<file path="src/rtl/miss_resize_pkg.sv">
package miss_resize_pkg;
    typedef enum logic [1:0] {
        ST_FULL  = 2'd0,
        ST_DRAIN = 2'd1,
        ST_HALF  = 2'd2
    } store_state_e;

    typedef enum logic {
        WD_WIDE   = 1'b0,
        WD_NARROW = 1'b1
    } width_state_e;
endpackage

</file>
<file path="src/rtl/miss_scenario_decode.sv">
module miss_scenario_decode #(
    parameter int CNT_W     = 4,
    parameter int L1_THRESH = 3
) (
    input  logic             l2_pend,
    input  logic [CNT_W-1:0] l1_cnt,
    output logic             scen_one,
    output logic             shrink_req
);
    logic scen_two;

    always_comb begin
        scen_one   = l2_pend;
        scen_two   = (32'(l1_cnt) >= 32'(L1_THRESH));
        shrink_req = scen_one | scen_two;
    end
endmodule

</file>
<file path="src/rtl/width_ctrl_fsm.sv">
module width_ctrl_fsm
    import miss_resize_pkg::*;
#(
    parameter int FULL_WIDTH = 4,
    localparam int HALF_WIDTH = FULL_WIDTH / 2,
    localparam int WW = $clog2(FULL_WIDTH + 1)
) (
    input  logic          clk,
    input  logic          rst_n,
    input  logic          scen_one,
    output logic [WW-1:0] issue_w,
    output logic [WW-1:0] wake_w
);
    width_state_e state_q, state_d;

    always_comb begin
        state_d = state_q;
        unique case (state_q)
            WD_WIDE:   if (scen_one)  state_d = WD_NARROW;
            WD_NARROW: if (!scen_one) state_d = WD_WIDE;
            default:   state_d = WD_WIDE;
        endcase
    end

    always_ff @(posedge clk) begin
        if (!rst_n) state_q <= WD_WIDE;
        else        state_q <= state_d;
    end

    always_comb begin
        unique case (state_q)
            WD_NARROW: begin
                issue_w = WW'(HALF_WIDTH);
                wake_w  = WW'(HALF_WIDTH);
            end
            default: begin
                issue_w = WW'(FULL_WIDTH);
                wake_w  = WW'(FULL_WIDTH);
            end
        endcase
    end

    assert_width_pair_R3: assert property (@(posedge clk) disable iff (!rst_n)
        (issue_w == wake_w) &&
        ((issue_w == WW'(FULL_WIDTH)) || (issue_w == WW'(HALF_WIDTH))));

    assert_narrow_follows_l2_R2: assert property (@(posedge clk) disable iff (!rst_n)
        scen_one |=> (issue_w == WW'(HALF_WIDTH)));
endmodule

</file>
<file path="src/rtl/half_gate_fsm.sv">
module half_gate_fsm
    import miss_resize_pkg::*;
(
    input  logic clk,
    input  logic rst_n,
    input  logic shrink_req,
    input  logic hi_empty,
    output logic hi_alloc,
    output logic hi_enable
);
    store_state_e state_q, state_d;

    always_comb begin
        state_d = state_q;
        unique case (state_q)
            ST_FULL:  if (shrink_req) state_d = ST_DRAIN;
            ST_DRAIN: begin
                if (!shrink_req)   state_d = ST_FULL;
                else if (hi_empty) state_d = ST_HALF;
            end
            ST_HALF:  if (!shrink_req) state_d = ST_FULL;
            default:  state_d = ST_FULL;
        endcase
    end

    always_ff @(posedge clk) begin
        if (!rst_n) state_q <= ST_FULL;
        else        state_q <= state_d;
    end

    always_comb begin
        unique case (state_q)
            ST_DRAIN: begin hi_alloc = 1'b0; hi_enable = 1'b1; end
            ST_HALF:  begin hi_alloc = 1'b0; hi_enable = 1'b0; end
            default:  begin hi_alloc = 1'b1; hi_enable = 1'b1; end
        endcase
    end

    assert_off_needs_empty_R6: assert property (@(posedge clk) disable iff (!rst_n)
        $fell(hi_enable) |-> ($past(hi_empty) && $past(shrink_req) && !$past(hi_alloc)));

    assert_no_alloc_when_off_R5: assert property (@(posedge clk) disable iff (!rst_n)
        !hi_enable |-> !hi_alloc);

    assert_restore_R7: assert property (@(posedge clk) disable iff (!rst_n)
        !shrink_req |=> (hi_alloc && hi_enable));

    assert_block_alloc_R5: assert property (@(posedge clk) disable iff (!rst_n)
        shrink_req |=> !hi_alloc);
endmodule

</file>
<file path="src/rtl/miss_resize_ctrl.sv">
module miss_resize_ctrl #(
    parameter int FULL_WIDTH = 4,
    parameter int CNT_W      = 4,
    parameter int L1_THRESH  = 3,
    localparam int WW        = $clog2(FULL_WIDTH + 1),
    localparam int NSTORE    = 2
) (
    input  logic             clk,
    input  logic             rst_n,
    input  logic             l2_miss_pending,
    input  logic [CNT_W-1:0] l1d_miss_count,
    input  logic             rob_hi_empty,
    input  logic             rf_hi_empty,
    output logic [WW-1:0]    issue_width,
    output logic [WW-1:0]    wakeup_width,
    output logic             rob_hi_alloc,
    output logic             rob_hi_enable,
    output logic             rf_hi_alloc,
    output logic             rf_hi_enable
);
    logic              scen_one;
    logic              shrink_req;
    logic [NSTORE-1:0] empty_v;
    logic [NSTORE-1:0] alloc_v;
    logic [NSTORE-1:0] enable_v;

    miss_scenario_decode #(.CNT_W(CNT_W), .L1_THRESH(L1_THRESH)) u_decode (
        .l2_pend    (l2_miss_pending),
        .l1_cnt     (l1d_miss_count),
        .scen_one   (scen_one),
        .shrink_req (shrink_req)
    );

    width_ctrl_fsm #(.FULL_WIDTH(FULL_WIDTH)) u_width (
        .clk      (clk),
        .rst_n    (rst_n),
        .scen_one (scen_one),
        .issue_w  (issue_width),
        .wake_w   (wakeup_width)
    );

    assign empty_v = {rf_hi_empty, rob_hi_empty};

    for (genvar g = 0; g < NSTORE; g++) begin : g_store
        half_gate_fsm u_gate (
            .clk        (clk),
            .rst_n      (rst_n),
            .shrink_req (shrink_req),
            .hi_empty   (empty_v[g]),
            .hi_alloc   (alloc_v[g]),
            .hi_enable  (enable_v[g])
        );
    end

    assign rob_hi_alloc  = alloc_v[0];
    assign rob_hi_enable = enable_v[0];
    assign rf_hi_alloc   = alloc_v[1];
    assign rf_hi_enable  = enable_v[1];

    assert_scen2_no_narrow_R4: assert property (@(posedge clk) disable iff (!rst_n)
        (!l2_miss_pending) |=> (issue_width == WW'(FULL_WIDTH)));
endmodule

</file>
<file path="config.mk">
export PLATFORM = sky130hd
export DESIGN_NAME = miss_resize_ctrl
export DESIGN_NICKNAME = d
export VERILOG_FILES = /design/src/rtl/miss_resize_pkg.sv /design/src/rtl/miss_scenario_decode.sv /design/src/rtl/width_ctrl_fsm.sv /design/src/rtl/half_gate_fsm.sv /design/src/rtl/miss_resize_ctrl.sv
export SDC_FILE = /design/constraint.sdc
export NUM_CORES = 1
export LEC_CHECK = 0
export BUFFER_PORTS_ARGS = -buffer_cell sky130_fd_sc_hd__clkbuf_2
export CAP_MARGIN = 20
export CORE_AREA = 2 2 39 41
export CTS_CLUSTER_DIAMETER = 60
export DETAILED_ROUTE_END_ITERATION = 7
export DIE_AREA = 0 0 41 43
export GPL_TIMING_DRIVEN = 0
export SLEW_MARGIN = 40
export SYNTH_ARGS = -nofsm -noshare
export SYNTH_HDL_FRONTEND = slang
export SYNTH_SLANG_ARGS = --single-unit
</file>
<file path="constraint.sdc">
create_clock -name clk -period 1.6 [get_ports clk]
set_clock_uncertainty 0.1 [all_clocks]
set_input_delay 0.16 -clock clk [delete_from_list [all_inputs] [get_ports clk]]
set_output_delay 0.16 -clock clk [all_outputs]
set_load 0.1 [all_outputs]
</file>
* After elaboration in Yosys (flattened, before gate mapping) *
Cells that the tools add are included.

cells by class
  multiply operators = 0
  $lt $le $gt $ge = 1
  bitwise operators = 1
  div/mod/pow operators = 0
  multiplexer cells = 14
  equal/unequal tests = 10
  shift operators = 0
  reduce and logical (&&, ||, !) cells = 6
  add/subtract/negate cells = 0

operators by type and width
  cell                                                                                  count
  2-bit 2-to-1 mux                                                                      6
  2-bit case mux with 3 select lines                                                    2
  2-bit != test (second input constant)                                                 3
  3-bit != test (second input constant)                                                 2
  3-bit AND reduction                                                                   2
  1-bit 2-to-1 mux                                                                      5
  2-bit by 1-bit == test with 1-bit output (second input constant)                      2
  2-bit == test (second input constant)                                                 2
  4-bit by 2-bit greater-or-equal comparator with 1-bit output (second input constant)  1
  2-bit zero test                                                                       2
  2-bit OR reduction                                                                    2
  3-bit 2-to-1 mux                                                                      1
  2-bit by 1-bit != test with 1-bit output (second input constant)                      1
  1-bit OR                                                                              1

storage, ports and cells
  memory bits (writable) = 0
  register bits = 5
  memories = 0
  output and inout port bits = 10
  input bits = 9
  bits in read-only memories = 0
  latch bits = 0

* Depth between registers and ports, before layout *
Gate-level depths: netlist of the first run.

  word-level depth = 4
  mapped depth = 5

* Hierarchy *
From an unflattened synthesis of the first run, not the netlist that was laid out.

unflattened totals
  cells, all modules = 53
  area, all modules = 430.4 um^2

modules (own cells, without submodules)
  module                instances  area each (um^2)  cells each
  half_gate_fsm         2          170.2             21
  width_ctrl_fsm        1          71.3              9
  miss_scenario_decode  1          18.8              2

* Worst setup path after synthesis of the first run *
OpenSTA, ideal clock, no wires.

  kind = reg-to-output
  start point = register u_width.state_q
  end point = output port wakeup_width[2]
  arrival time = 1326 ps
  path slack = 14 ps
  cell stages (with the launch flop) = 3
  cell sequence = dfxtp_1 inv_1 buf_4

on the way
  cells in the longest elaborated chain, start to end = 1

RTL lines
  item                    RTL line                source
  start, declared         width_ctrl_fsm.sv:14    width_state_e state_q, state_d;
  start signal, assigned  width_ctrl_fsm.sv:27    else state_q <= state_d;
  3-bit 2-to-1 mux        --
  end, declared           miss_resize_ctrl.sv:15  output logic [WW-1:0] wakeup_width,

Every way passes these cells.

* Final worst setup path of the first run *
  start point = register g_store[1].u_gate.state_q[0]
  end point = output port rf_hi_enable

on the way
  cells in the longest elaborated chain, start to end = 2

RTL lines
  item                    RTL line                source
  start, declared         half_gate_fsm.sv:11     store_state_e state_q, state_d;
  start signal, assigned  half_gate_fsm.sv:28     else state_q <= state_d;
  2-bit == test           half_gate_fsm.sv:32     unique case (state_q)
  1-bit 2-to-1 mux        half_gate_fsm.sv:32
  end, declared           miss_resize_ctrl.sv:19  output logic rf_hi_enable

Every way passes these cells.

==> qor.json, run 1 <==
{
  "detail-route-antenna-nets": {"value": 0},
  "route.detailed.wl_per_inst": {"value": 7.89, "unit": "µm"},
  "startpoint_type": {"value": "flop"},
  "critPathMaxFanout": {"value": 3},
  "peakVddDrop": {"value": 0.681, "unit": "mV"},
  "worstSetupEndpointType": {"value": "output pin"},
  "floorplan.initialDensity": {"value": 31.1, "unit": "%"},
  "power.total": {"value": 836, "unit": "µW"},
  "floorplan.io_pins": {"value": 19},
  "post_drt_via_cell_ratio": {"value": 4.08},
  "iteration_0_drc_markers": {"value": 4},
  "simple_gate_area_share_of_the_yosys_netlist": {"value": 19.5, "unit": "%"},
  "finalHoldViolations": {"value": 0},
  "grt_setup_unrepaired": {"value": "no"},
  "mostFrequentLayoutCells": {"value": "12 x clkbuf_2, 9 x inv_1, 8 x ha_1"},
  "netlist_top_cells_area": {"value": "dfxtp_1 23%, ha_1 23%, buf_4 8.7%"},
  "run_status": {"value": "complete, no violations"},
  "totalWireLength": {"value": 686, "unit": "µm"},
  "synth_area_per_cell": {"value": 8.61, "unit": "µm²"},
  "max_stage_delay": {"value": 0.34, "unit": "ns"},
  "dpl.cell_count": {"value": 83},
  "synth_top_area_share": {"value": 23.3, "unit": "%"},
  "main_combinational_cell_family_by_area_after_synthesis": {"value": "adder cells"},
  "crit_path_frequent_cell": {"value": "inv_1"},
  "mostFrequentLayoutCell": {"value": "clkbuf_2"},
  "tritoncts.num_buffers": {"value": 3},
  "grtUsageTotal": {"value": 10.4, "unit": "%"},
  "layout-drive-gt1-share": {"value": 36.6, "unit": "%"},
  "cts-root-to-sink-buffers": {"value": 2},
  "grt_first_pass_wirelength": {"value": 1170, "unit": "µm"},
  "timing.slew.headroom": {"value": 64.2, "unit": "%"},
  "synthesis.area": {"value": 430, "unit": "µm²"},
  "cp_num_buf_inv": {"value": 3},
  "synth-xor-area-share": {"value": 0, "unit": "%"},
  "leakagePower": {"value": 0.000288, "unit": "µW"},
  "layout_worst_path_cycle_share": {"value": 94.9, "unit": "%"},
  "port-buffer-count": {"value": 16},
  "number_of_standard_cells_in_the_layout_taps_in_and_fillers_out": {"value": 87},
  "final-max-slew-violation-count": {"value": 0},
  "tns": {"value": 0, "unit": "ns"},
  "antenna_cells": {"value": 0},
  "timing.critical_path.max_delay_family": {"value": "buffers and inverters"},
  "setup_viol": {"value": 0},
  "timing.setup.critical_path_class": {"value": "reg -> out"},
  "layout.nets": {"value": 89},
  "synth_largest_area_cell": {"value": "dfxtp_1"},
  "fill_cells": {"value": 143},
  "synth_compound_gate_area_share": {"value": 11.9, "unit": "%"},
  "overall_die_height": {"value": 43, "unit": "µm"},
  "floorplan.core_area": {"value": 1380, "unit": "µm²"},
  "clkTransAtPathRegs": {"value": 0.04, "unit": "ns"},
  "cts.repair.resized": {"value": 5},
  "post-route-min-period": {"value": 1.52, "unit": "ns"},
  "hold_path_class": {"value": "in -> reg"},
  "cts_max_level": {"value": 1},
  "worst-endpoint-required": {"value": 1.34, "unit": "ns"},
  "synth_mux_area_share": {"value": 4.65, "unit": "%"},
  "worstPathArrival": {"value": 1.26, "unit": "ns"},
  "globalplace.congestion": {"value": 0.692},
  "synth_fa_ha_area_share": {"value": 23.3, "unit": "%"},
  "synth_cell_type_count": {"value": 16},
  "drcViolationCount": {"value": 0},
  "insertion_delay": {"value": 0.24, "unit": "ns"},
  "floorplan.die_area": {"value": 1760, "unit": "µm²"},
  "clock_sinks": {"value": 5},
  "area_delta_synth_final": {"value": 35.8, "unit": "%"},
  "cts_tree": {"value": "built"},
  "grt_start_max_net_pins": {"value": 8},
  "worst_pin_slew": {"value": 0.540, "unit": "ns"},
  "hold-worst-slack": {"value": 0.0822, "unit": "ns"},
  "cts_hold_buf": {"value": 0},
  "rows": {"value": 14},
  "antenna_found_initial": {"value": 0},
  "via_count_of_the_first_global_routing_pass": {"value": 318},
  "yosysSeqAreaShare": {"value": 23.3, "unit": "%"},
  "power_per_cell_area": {"value": 1430, "unit": "nW/µm²"},
  "num_vias": {"value": 355},
  "library_cell_contributing_the_largest_single_delay_on_the_critical_path": {"value": "dfxtp_1"},
  "crit_path_cell_trace": {"value": "inv_1 > ha_1 > inv_1 > clkbuf_4"},
  "drtPass1Iterations": {"value": 4},
  "timing.max_cap.violations": {"value": 0},
  "grt_remaining_overflow": {"value": 0},
  "ys_seq_elements": {"value": 5},
  "synth_warnings": {"value": 0},
  "clk_root_buffer_cell": {"value": "clkbuf_4"},
  "max_freq": {"value": 659, "unit": "MHz"},
  "post-dp-hpwl": {"value": 596, "unit": "µm"},
  "cts_setup_buffers": {"value": 0},
  "dieWidth": {"value": 41, "unit": "µm"},
  "syn_inst": {"value": 50}
}
-- worst register-to-register path, delay by kind of cell (launching register included) --
kind	cells	cell delay, ns
flip-flops	1	0.34
adder cells (fa/ha/maj)	1	0.23
AND/OR/NAND/NOR	2	0.39
AO/OA/AOI/OAI	1	0.09
buffers and inverters	1	0.08
-- final timing paths --
check / start / endpoint / slack, ns / cells past startpoint
worst min-delay path: l2_miss_pending / u_width.state_q$_SDFF_PN0_ / 0.08 / 2
worst max-delay path: g_store[1].u_gate.state_q[0]$_SDFFE_PN0P_ / rf_hi_enable / 0.08 / 4
worst max register to register: g_store[1].u_gate.state_q[0]$_SDFFE_PN0P_ / g_store[1].u_gate.state_q[1]$_SDFFE_PN0P_ / 0.27 / 5
worst min register to register: g_store[1].u_gate.state_q[0]$_SDFFE_PN0P_ / g_store[1].u_gate.state_q[0]$_SDFFE_PN0P_ / 0.38 / 2
-- state kept, by name (all words and copies together) (netlist names) --
name                    count
g_store.u_gate.state_q      4
u_width.state_q             1
-- stage by stage --
stage	setup slack [ns]	area, µm²	utilization (%)
final	0.0817	584	42.2
after global routing	0.0148	584	42.2
after CTS	0.00123	577	41.7
after detailed placement	0.132	534	38.6
after global placement	0.149	534	38.6
after floorplan	0.0140	434	-
-- cells in the mapped netlist --
cell	n
buf_4	5
a21oi_1	3
nand2b_1	2
a2111oi_4	1
and2b_1	2
mux2i_1	2
a21oi_2	1
conb_1	1
dfxtp_1	5
and2_1	1
nor2_1	2
nand2_1	4
inv_1	9
nor4b_1	2
nor3_1	2
ha_1	8
-- report_power, final --
group / switching, µW / internal, µW / total [µW]
Clock: 46.6 / 94.0 / 141
Combinational: 378 / 149 / 527
Sequential: 18.6 / 150 / 169
Total: 443 / 393 / 836
-- layout make-up --
cell class	instances	area, µm²	area share, %
timing repair buffer	16	104	17.8
inverter	9	33.8	5.78
sequential	5	100	17.1
buffer	5	37.5	6.42
clock buffer	4	26.3	4.50
multi-input combinational	32	263	45.0
tap	16	20.0	3.43
-- per-layer routing --
layer	global-route usage, %	wire length [µm]	vias to the layer above
li1	-	-	191
met1	10.0	292	153
met2	15.9	335	11
met3	9.42	58	0
met4	2.00	0	0
met5	0	0	-
-- logic make-up after synthesis --
logic type / Yosys count
flip-flops: 5
other: 1
multiplexers: 2
AO/OA/AOI/OAI: 5
AND/OR/NAND/NOR: 15
adder cells (fa/ha/maj): 8
buffers and inverters: 14
No activity file was read; power rests on OpenSTA's default activity.
==> run 2: changes to the inputs <==
Settings changed: GPL_TIMING_DRIVEN 0 to 1.
==> qor.json, run 2 (synthesis results as in run 1) <==
{
  "run_status": {"value": "complete, no violations"},
  "grt_start_max_net_pins": {"value": 8, "change": "unchanged"},
  "fill_cells": {"value": 137, "change": "-4.2%"},
  "peakVddDrop": {"value": 0.649, "unit": "mV", "change": "-4.7%"},
  "number_of_standard_cells_in_the_layout_taps_in_and_fillers_out": {"value": 82, "change": "-5.7%"},
  "leakagePower": {"value": 0.000280, "unit": "µW", "change": "-3.0%"},
  "worstPathArrival": {"value": 1.23, "unit": "ns", "change": "-0.03 ns"},
  "drcViolationCount": {"value": 0, "change": "unchanged"},
  "area_delta_synth_final": {"value": 35.5, "unit": "%"},
  "rows": {"value": 14, "change": "unchanged"},
  "share_comb_of_total_power": {"value": 65.2, "unit": "%", "change": "+2.2 points"},
  "regArea": {"value": 100, "unit": "µm²", "change": "unchanged"},
  "grt_setup_unrepaired": {"value": "no"},
  "post-route-min-period": {"value": 1.49, "unit": "ns", "change": "-0.0305 ns"},
  "worst_hold_path_startpoint": {"value": "l2_miss_pending"},
  "floorplan.io_pins": {"value": 19, "change": "unchanged"},
  "via_count_of_the_first_global_routing_pass": {"value": 301, "change": "-5.3%"},
  "iteration_0_drc_markers": {"value": 1, "change": "-3"},
  "grt_first_pass_wirelength": {"value": 1100, "unit": "µm", "change": "-6.5%"},
  "port-buffer-count": {"value": 16, "change": "unchanged"},
  "timing.slew.headroom": {"value": 64.2, "unit": "%", "change": "about the same"},
  "top_register": {"value": "g_store.u_gate.state_q"},
  "clock_sinks": {"value": 5, "change": "unchanged"},
  "globalplace.congestion": {"value": 0.629, "change": "-9.0%"},
  "cts_tree": {"value": "built"},
  "post_drt_via_cell_ratio": {"value": 4.27, "change": "+4.6%"},
  "cts.repair.resized": {"value": 0, "change": "-5"},
  "critPathMaxFanout": {"value": 3, "change": "unchanged"},
  "crit_path_start": {"value": "g_store[1].u_gate.state_q[1]$_SDFFE_PN0P_"},
  "cts_max_level": {"value": 1, "change": "unchanged"},
  "dpl.cell_count": {"value": 78, "change": "-6.0%"},
  "max_stage_delay": {"value": 0.35, "unit": "ns", "change": "about the same"},
  "overall_die_height": {"value": 43, "unit": "µm", "change": "unchanged"},
  "cts_hold_buf": {"value": 0, "change": "unchanged"},
  "net-switching-power": {"value": 457, "unit": "µW", "change": "+3.0%"},
  "floorplan.die_area": {"value": 1760, "unit": "µm²", "change": "unchanged"},
  "cell_internal_pwr": {"value": 437, "unit": "µW", "change": "+11%"},
  "antenna_found_initial": {"value": 0, "change": "unchanged"},
  "mostFrequentLayoutCells": {"value": "12 x clkbuf_2, 9 x inv_1, 8 x ha_1"},
  "hold_path_class": {"value": "in -> reg"},
  "flip_flop_count_of_the_largest_register_all_copies_and_words_added": {"value": 4, "change": "unchanged"},
  "floorplan.core_area": {"value": 1380, "unit": "µm²", "change": "unchanged"},
  "clockPowerShare": {"value": 16.0, "unit": "%", "change": "-0.8 points"},
  "detail-route-antenna-nets": {"value": 0, "change": "unchanged"},
  "power_per_cell_area": {"value": 1530, "unit": "nW/µm²", "change": "+7.1%"},
  "power.share.sequential": {"value": 18.8, "unit": "%", "change": "-1.4 points"},
  "tritoncts.num_buffers": {"value": 3, "change": "unchanged"},
  "tns": {"value": 0, "unit": "ns", "change": "unchanged"},
  "grt_remaining_overflow": {"value": 0, "change": "unchanged"},
  "worst_pin_slew": {"value": 0.539, "unit": "ns", "change": "-0.000787 ns"},
  "worst-endpoint-required": {"value": 1.34, "unit": "ns", "change": "about the same"},
  "multi_input_area": {"value": 263, "unit": "µm²", "change": "unchanged"},
  "layout_worst_path_cycle_share": {"value": 93.0, "unit": "%", "change": "-1.9 points"},
  "largestRegisters": {"value": "g_store.u_gate.state_q x4, u_width.state_q x1"},
  "layout.nets": {"value": 84, "change": "-5.6%"},
  "clk_root_buffer_cell": {"value": "clkbuf_4"},
  "route.detailed.wl_per_inst": {"value": 8.59, "unit": "µm", "change": "+8.9%"},
  "mostFrequentLayoutCell": {"value": "clkbuf_2"},
  "totalWireLength": {"value": 704, "unit": "µm", "change": "+2.6%"},
  "crit_path_frequent_cell": {"value": "inv_1"},
  "clkTransAtPathRegs": {"value": 0.04, "unit": "ns", "change": "about the same"},
  "worstSetupEndpointType": {"value": "output pin"},
  "dieWidth": {"value": 41, "unit": "µm", "change": "unchanged"},
  "antenna_cells": {"value": 0, "change": "unchanged"},
  "r2r-start": {"value": "g_store[1].u_gate.state_q[0]$_SDFFE_PN0P_"},
  "cts-root-to-sink-buffers": {"value": 2, "change": "unchanged"},
  "library_cell_contributing_the_largest_single_delay_on_the_critical_path": {"value": "dfxtp_1"},
  "drtPass1Iterations": {"value": 2, "change": "-2"},
  "timing.setup.critical_path_class": {"value": "reg -> out"},
  "setup_viol": {"value": 0, "change": "unchanged"},
  "timing.max_cap.violations": {"value": 0, "change": "unchanged"},
  "floorplan.initialDensity": {"value": 31.1, "unit": "%", "change": "unchanged"},
  "power.total": {"value": 894, "unit": "µW", "change": "+6.9%"},
  "startpoint_type": {"value": "flop"},
  "max_freq": {"value": 672, "unit": "MHz", "change": "+2.0%"},
  "cts_setup_buffers": {"value": 0, "change": "unchanged"},
  "finalHoldViolations": {"value": 0, "change": "unchanged"},
  "post-dp-hpwl": {"value": 624, "unit": "µm", "change": "+4.7%"},
  "crit_path_cell_trace": {"value": "inv_1 > ha_1 > inv_1 > buf_12"},
  "num_vias": {"value": 350, "change": "-1.4%"},
  "grtUsageTotal": {"value": 9.65, "unit": "%", "change": "-0.71 points"},
  "hold-worst-slack": {"value": 0.0801, "unit": "ns", "change": "-0.00211 ns"},
  "insertion_delay": {"value": 0.24, "unit": "ns", "change": "about the same"},
  "final-max-slew-violation-count": {"value": 0, "change": "unchanged"},
  "power_switching_share": {"value": 51.1, "unit": "%", "change": "-1.9 points"},
  "layout-drive-gt1-share": {"value": 31.8, "unit": "%", "change": "-4.8 points"}
}
## run 2: critical path: cells and delay by family (launching register included)
kind | cells | cell delay (ns)
DFF | 1 | 0.35
buffers and inverters | 3 | 0.37
adders and majority gates | 1 | 0.27
## run 2: routing by layer
layer / routed length [µm] / part of all wire, % / track usage (%)
met1: 258 / 37 / 8.71
met2: 372 / 53 / 15.9
met3: 73 / 10 / 9.42
met4: 0 / 0 / 0
met5: 0 / 0 / 0
## run 2: final cells by class
cell class | count | share of cell area [%]
Clock buffer | 4 | 4.51
Inverter | 9 | 5.79
Multi-Input combinational cell | 32 | 45.1
Sequential cell | 5 | 17.2
Tap cell | 16 | 3.43
Timing Repair Buffer | 16 | 24.0
## run 2: stage by stage
stage,instance area (µm²),setup slack [ns],util (%)
final,583,0.112,42.1
after floorplan,434,0.0140,-
after global placement,557,0.206,40.2
after global routing,583,0.0271,42.1
after detailed placement,557,0.194,40.2
after CTS,583,0.101,42.1
## run 2: power by group through the flow
| stage | Clock, µW | Combinational [µW] | Sequential (µW) |
|---|---|---|---|
| CTS | 150 | 588 | 168 |
| detailed placement | 0 | 588 | 170 |
| global placement | 0 | 584 | 170 |
| global route | 164 | 617 | 171 |
| floorplan | 0 | 420 | 166 |
| finish | 143 | 583 | 168 |
## run 2: path summary, 6_finish.rpt
kind | slack [ns] | cells after the start | end
worst min-delay path | 0.08 | 2 | u_width.state_q$_SDFF_PN0_
worst max register to register | 0.23 | 5 | g_store[1].u_gate.state_q[1]$_SDFFE_PN0P_
worst max-delay path | 0.11 | 4 | rf_hi_alloc
worst min register to register | 0.38 | 2 | g_store[0].u_gate.state_q[0]$_SDFFE_PN0P_
